==> src/rtl/hsx_pkg.sv <==
package hsx_pkg;
   // Port bit positions; the host-side protocol depends on these positions.
   localparam int REQ_BIT = 3;
   localparam int ACK_BIT = 4;
   localparam int TIP_BIT = 5;

   function automatic logic pair_differs(input logic [7:0] a, input logic [7:0] b);
      return (a[TIP_BIT] != b[TIP_BIT]) || (a[ACK_BIT] != b[ACK_BIT]);
   endfunction
endpackage

==> src/rtl/hsx_capture.sv <==
module hsx_capture #(
   parameter int DEPTH = 16,
   localparam int CW = $clog2(DEPTH + 1)
) (
   input  logic          clk,
   input  logic          rst_n,
   input  logic          ev,
   input  logic          flush,
   input  logic [7:0]    din,
   output logic          take,
   output logic          we,
   output logic [CW-1:0] slot,
   output logic [7:0]    byte_o,
   output logic          done,
   output logic [CW-1:0] len
);
   logic [CW-1:0] cnt;

   assign take = ev && (cnt != CW'(DEPTH));

   always_ff @(posedge clk or negedge rst_n) begin
      if (!rst_n) begin
         cnt    <= '0;
         we     <= 1'b0;
         slot   <= '0;
         byte_o <= '0;
         done   <= 1'b0;
         len    <= '0;
      end else begin
         we   <= take;
         done <= flush && (cnt != '0);
         if (take) begin
            slot   <= cnt;
            byte_o <= din;
            cnt    <= cnt + CW'(1);
         end else if (flush && (cnt != '0)) begin
            len <= cnt;
            cnt <= '0;
         end
      end
   end
endmodule

==> src/rtl/hsx_reply.sv <==
module hsx_reply #(
   parameter int DEPTH = 16,
   localparam int RW = $clog2(DEPTH + 1)
) (
   input  logic          clk,
   input  logic          rst_n,
   input  logic          start,
   input  logic [RW-1:0] len_in,
   input  logic          step,
   output logic [RW-1:0] idx,
   output logic          pending,
   output logic          adv,
   output logic          last
);
   logic [RW-1:0] idx_q, len_q, len_eff;

   always_comb begin
      idx     = start ? '0 : idx_q;
      len_eff = start ? len_in : len_q;
      pending = idx < len_eff;
      adv     = step && pending;
      last    = adv && ((idx + RW'(1)) >= len_eff);
   end

   always_ff @(posedge clk or negedge rst_n) begin
      if (!rst_n) begin
         idx_q <= '0;
         len_q <= '0;
      end else begin
         len_q <= len_eff;
         idx_q <= adv ? idx + RW'(1) : idx;
      end
   end
endmodule

==> src/rtl/hsx_irq_delay.sv <==
module hsx_irq_delay #(
   parameter int DELAY_CYC = 15000
) (
   input  logic clk,
   input  logic rst_n,
   input  logic sched,
   input  logic immediate,
   input  logic ack,
   output logic flag
);
   generate
      if (DELAY_CYC == 0) begin : g_direct
         always_ff @(posedge clk or negedge rst_n) begin
            if (!rst_n)     flag <= 1'b0;
            else if (sched) flag <= 1'b1;
            else if (ack)   flag <= 1'b0;
         end
      end else begin : g_timed
         localparam int DW = $clog2(DELAY_CYC + 1);
         logic [DW-1:0] cnt;
         logic          fire;

         assign fire = !sched && (cnt == DW'(1));

         always_ff @(posedge clk or negedge rst_n) begin
            if (!rst_n) begin
               cnt  <= '0;
               flag <= 1'b0;
            end else begin
               if (sched)            cnt <= immediate ? '0 : DW'(DELAY_CYC);
               else if (cnt != '0)   cnt <= cnt - DW'(1);
               if ((sched && immediate) || fire) flag <= 1'b1;
               else if (ack)                     flag <= 1'b0;
            end
         end
      end
   endgenerate
endmodule

==> src/rtl/hsx_link.sv <==
module hsx_link #(
   parameter int CAP_DEPTH = 16,
   parameter int RPL_DEPTH = 16,
   parameter int DELAY_CYC = 15000,
   localparam int CW = $clog2(CAP_DEPTH + 1),
   localparam int RW = $clog2(RPL_DEPTH + 1)
) (
   input  logic          clk,
   input  logic          rst_n,
   input  logic          pb_wr,
   input  logic [7:0]    pb_wdata,
   input  logic          ctl_wr,
   input  logic          ctl_dir,
   input  logic          sr_wr,
   input  logic [7:0]    sr_wdata,
   input  logic          ddr_all_out,
   input  logic          rpl_start,
   input  logic [RW-1:0] rpl_len,
   input  logic [7:0]    rpl_byte,
   input  logic          irq_ack,
   output logic [7:0]    pb_q,
   output logic [7:0]    sr_q,
   output logic [RW-1:0] rpl_idx,
   output logic          cap_we,
   output logic [CW-1:0] cap_idx,
   output logic [7:0]    cap_byte,
   output logic          pkt_done,
   output logic [CW-1:0] pkt_len,
   output logic          sr_irq
);
   import hsx_pkg::*;

   generate
      if (CAP_DEPTH < 1 || RPL_DEPTH < 1 || DELAY_CYC < 0) begin : g_bad_cfg
         $error("hsx_link: depths must be at least 1 and the delay non-negative");
      end
   endgenerate

   logic [7:0] pb_r, sr_r, b_new, b_fin;
   logic       dir_r, dir_new, upd, tip_on, chg, sync_ev, end_ev;
   logic       cap_ev, cap_take, rd_step, rd_adv, rd_last, rd_pend, treq_nxt, sched;

   always_comb begin
      upd     = pb_wr || ctl_wr || rpl_start;
      b_new   = pb_wr ? pb_wdata : pb_r;
      dir_new = ctl_wr ? ctl_dir : dir_r;
      tip_on  = !b_new[TIP_BIT];
      chg     = pair_differs(b_new, pb_r);
      cap_ev  = upd && tip_on && chg && dir_new;
      rd_step = upd && tip_on && chg && !dir_new;
      sync_ev = upd && !tip_on && pb_r[TIP_BIT] && (b_new[ACK_BIT] != pb_r[ACK_BIT]);
      end_ev  = upd && !tip_on && !pb_r[TIP_BIT];

      treq_nxt = b_new[REQ_BIT];
      if (rd_last)                                treq_nxt = 1'b1;
      else if (sync_ev)                           treq_nxt = b_new[ACK_BIT];
      else if (upd && !tip_on && rd_pend)         treq_nxt = 1'b0;

      b_fin          = b_new;
      b_fin[REQ_BIT] = treq_nxt;
      sched = cap_take || rd_adv || sync_ev || end_ev || rpl_start;
   end

   always_ff @(posedge clk or negedge rst_n) begin
      if (!rst_n) begin
         pb_r  <= '0;
         sr_r  <= '0;
         dir_r <= 1'b0;
      end else begin
         if (upd)        pb_r <= b_fin;
         dir_r <= dir_new;
         if (rd_adv)     sr_r <= rpl_byte;
         else if (sr_wr) sr_r <= sr_wdata;
      end
   end

   hsx_capture #(.DEPTH(CAP_DEPTH)) u_capture (
      .clk(clk), .rst_n(rst_n), .ev(cap_ev), .flush(end_ev), .din(sr_r),
      .take(cap_take), .we(cap_we), .slot(cap_idx), .byte_o(cap_byte),
      .done(pkt_done), .len(pkt_len)
   );

   hsx_reply #(.DEPTH(RPL_DEPTH)) u_reply (
      .clk(clk), .rst_n(rst_n), .start(rpl_start), .len_in(rpl_len),
      .step(rd_step), .idx(rpl_idx), .pending(rd_pend), .adv(rd_adv),
      .last(rd_last)
   );

   hsx_irq_delay #(.DELAY_CYC(DELAY_CYC)) u_irq (
      .clk(clk), .rst_n(rst_n), .sched(sched), .immediate(ddr_all_out),
      .ack(irq_ack), .flag(sr_irq)
   );

   assign pb_q = pb_r;
   assign sr_q = sr_r;
endmodule

==> config.mk <==
export PLATFORM = sky130hd
export DESIGN_NAME = hsx_link
export DESIGN_NICKNAME = d
export VERILOG_FILES = /design/src/rtl/hsx_pkg.sv /design/src/rtl/hsx_capture.sv /design/src/rtl/hsx_reply.sv /design/src/rtl/hsx_irq_delay.sv /design/src/rtl/hsx_link.sv
export SDC_FILE = /design/constraint.sdc
export NUM_CORES = 1
export LEC_CHECK = 0
export ABC_AREA = 1
export BUFFER_PORTS_ARGS = -buffer_cell sky130_fd_sc_hd__buf_2
export CAP_MARGIN = 20
export CORE_MARGIN = 5
export CORE_UTILIZATION = 58
export DETAILED_ROUTE_END_ITERATION = 10
export PLACE_DENSITY = 0.85
export SETUP_SLACK_MARGIN = 0.05
export SLEW_MARGIN = 20
export SYNTH_ARGS = -nofsm -noshare
export SYNTH_HDL_FRONTEND = slang
export SYNTH_SLANG_ARGS = --single-unit
==> constraint.sdc <==
create_clock -name clk -period 5.2 [get_ports clk]
set_clock_uncertainty 0.2 [all_clocks]
set_input_delay 0.52 -clock clk [delete_from_list [all_inputs] [get_ports clk]]
set_output_delay 0.52 -clock clk [all_outputs]
set_load 0.01 [all_outputs]
==> flow_metrics.tcl <==
set metrics [dict create \
    status "completed" \
    drive_above_1_share_pct 23.21 \
    ios 80 \
    rsz0062_at_grt "false" \
    critical_path.reg2reg.startpoint "u_reply.len_q[4]$_DFF_PN0_" \
    hold_viol 0 \
    final_util_pct 69.42 \
    grt_pass1_vias 2934 \
    synth_nets 480 \
    p_leak_nw 2.304 \
    die_h_um 87.89 \
    cts_tree "yes" \
    avgSynthCellArea_um2 8.163 \
    die-area_um2 7724 \
    synthDistinctLibCells 35 \
    yosys.area.top_type "dfrtp_1" \
    wirelength_um 8109 \
    clk_latency_ns 0.35 \
    drtAntennaViolNets 0 \
    rows 28 \
    core_area_um2 5921 \
    fin_nets 562 \
    grt_max_degree 68 \
    clk_path_buf_depth 2 \
    yosys_most_used_dff "dfrtp_1" \
    setup_tns_ns 0 \
    die_w_um 87.89 \
    synth_edf_count 0 \
    hold_buffers 0 \
    synth_warnings 0 \
    dp.cells 577 \
    async_flop_share_pct 100.0 \
    grt.total_usage_pct 22.28 \
    antenna_found_initial 0 \
    timing.final.crit_share_pct 49.12 \
    drv_cap 0 \
    seq_area_frac_synth_pct 47.65 \
    vdd_drop_max_uv 213.8 \
    synthToLayoutAreaGrowth_pct 16.82 \
    hpwl_um 6089 \
    root_buffer "clkbuf_8" \
    finalWeightedCongestion 0.9251 \
    initial_core_util_pct 59.43 \
    fillCellCount 488 \
    syn_inst 431 \
    gr-total-overflow 0 \
    holdWs_ns 0.1481 \
    path_class "in -> reg" \
    post_cts_resized 0 \
    numPortBuffers 79 \
    relSlewSlack_pct 44.98 \
    drv_slew 0 \
    power_density_nw_per_um2 368.3 \
    cp-end-kind "flop" \
    finalSetupViolCount 0 \
    grt_pass1_wl_um 13320 \
    synthTopCellsByArea "dfrtp_1 (48%), nand2_1 (14%), nand3_1 (6.0%)" \
    syn_area_um2 3518 \
    fin_cells 592 \
    dr.pass1.iters 4 \
    drt_iter0_drc 153 \
    cts_setup_buffers 0 \
    startpoint "rpl_start" \
    diodes 0 \
    power_mw 1.514 \
    cts.clk_slew.worst_paths_ns 0.08 \
    drc 0 \
    hold_class "in -> async" \
    wl_per_cell_um 13.70 \
    clock_sinks 67 \
    start_kind "input port" \
    period_needed_ns 2.554 \
    synth_top_area_share_pct 47.65 \
    crit_required_ns 5.23 \
    worst_pin_slew_ns 0.8253 \
    cts_buffers 9 \
    h-tree-depth 3 \
    cp_max_fo 12 \
    arrival_ns 2.58 \
    max_freq_mhz 391.5 \
    synth_seq_cells 67 \
    routed_via_density 5.270 \
    vias 3120 \
]
-- cell usage after synthesis (3+ instances only) --
cell type  number
dfrtp_1        67
nand2_1       128
nor3_1          4
a21oi_1        12
nand3_2         3
inv_1          51
buf_6           5
nand3_1        42
o21ai_0        19
ha_1           11
xor2_1         10
nand4_1         6
nand2_2         5
nor2_4          4
nor2_1         38
-- cell usage in the layout, fill, tap and decap left out, types with 2 or more instances in the layout --
master      Yosys  layout
o21ai_0        19      19
clkinvlp_4      0       2
nand2_2         5       5
or2_2           2       2
and2_1          2       2
clkbuf_8        0      10
nand3_1        42      42
dfrtp_1        67      67
nor2_4          4       4
ha_1           11      11
o21ai_1         2       2
nand2_1       128     128
buf_2           1      79
xor2_1         10      10
clkinv_2        0       3
nand2_4         2       2
a21oi_1        12      12
nand3_2         3       3
nor3_1          4       4
inv_2           2       2
nor2_1         38      38
nand4_1         6       6
inv_1          51      51
-- path summary, 6_finish.rpt --
check,end,slack [ns],cells after the start
min in group clk,pb_q[1]$_DFFE_PN0P_,0.18,3
max in group asynchronous,u_irq.g_timed.cnt[8]$_DFFE_PN0P_,4.10,2
max,pb_q[3]$_DFFE_PN0P_,2.65,14
min reg2reg,u_capture.byte_o[6]$_DFFE_PN0P_,0.27,2
max reg2reg,sr_q[0]$_DFFE_PN0P_,2.85,10
min,u_capture.cnt[4]$_DFFE_PN0P_,0.15,2
-- sequential cells by signal (all words and copies together), names as in the netlist --
register / count
u_irq.g_timed.cnt: 14
pb_q: 8
sr_q: 8
u_capture.byte_o: 8
u_capture.cnt: 5
u_capture.len: 5
u_capture.slot: 5
u_reply.idx_q: 5
u_reply.len_q: 5
dir_r: 1
u_capture.done: 1
u_capture.we: 1
u_irq.flag: 1
-- where the power goes --
group | switching (mW) | leakage (nW) | internal [mW]
logic | 0.270 | 1.37 | 0.165
registers | 0.0685 | 0.849 | 0.624
clock network | 0.205 | 0.0839 | 0.181
-- metrics by stage --
| stage | area [µm²] | setup slack, ns |
|---|---|---|
| finish | 4110 | 2.646 |
| global route | 4110 | 2.450 |
| global placement | 3943 | 2.400 |
| detailed placement | 3943 | 2.306 |
| CTS | 4110 | 2.660 |
| floorplan | 3518 | 2.751 |
-- routing by layer --
| metal | up-vias | GRT usage [%] | part of all wire [%] |
|---|---|---|---|
| li1 | 1530 | - | - |
| met1 | 1468 | 28.90 | 42 |
| met2 | 104 | 36.85 | 49 |
| met3 | 18 | 4.139 | 6.5 |
| met4 | 0 | 9.066 | 1.7 |
| met5 | - | 0 | 0 |
-- logic make-up (layout without fill, tap and decap cells) --
family,after synthesis,in the layout,share of synthesized area [%]
adders and majority gates,11,11,3.912
and+or+nand+nor,241,241,31.90
AOI/OAI and AO/OA,38,38,5.904
xor gates and xnor gates,11,11,2.738
buffers and inverters,63,149,7.895
DFF,67,67,47.65
-- critical path, stage by stage --
cell	delay (ns)
buf_2	0.14
inv_2	0.20
nand2_1	0.19
nor2_1	0.17
nand2_1	0.13
nor2_1	0.14
nor2_1	0.05
a21oi_1	0.17
ha_1	0.28
a21oi_1	0.15
o21a_1	0.13
o311ai_0	0.13
nand2_2	0.11
nand3_2	0.07
-- final cells by class --
class                      count  area, µm²  share of cell area, %
clock inverter                 5      30.03                 0.7306
timing repair buffer          80      402.9                  9.802
sequential                    67       1677                  40.79
tap                           75      93.84                  2.283
inverter                      54      205.2                  4.992
multi-input combinational    301       1564                  38.05
clock buffer                  10      137.6                  3.349
Note: power is estimated with default switching activity, not from simulation.
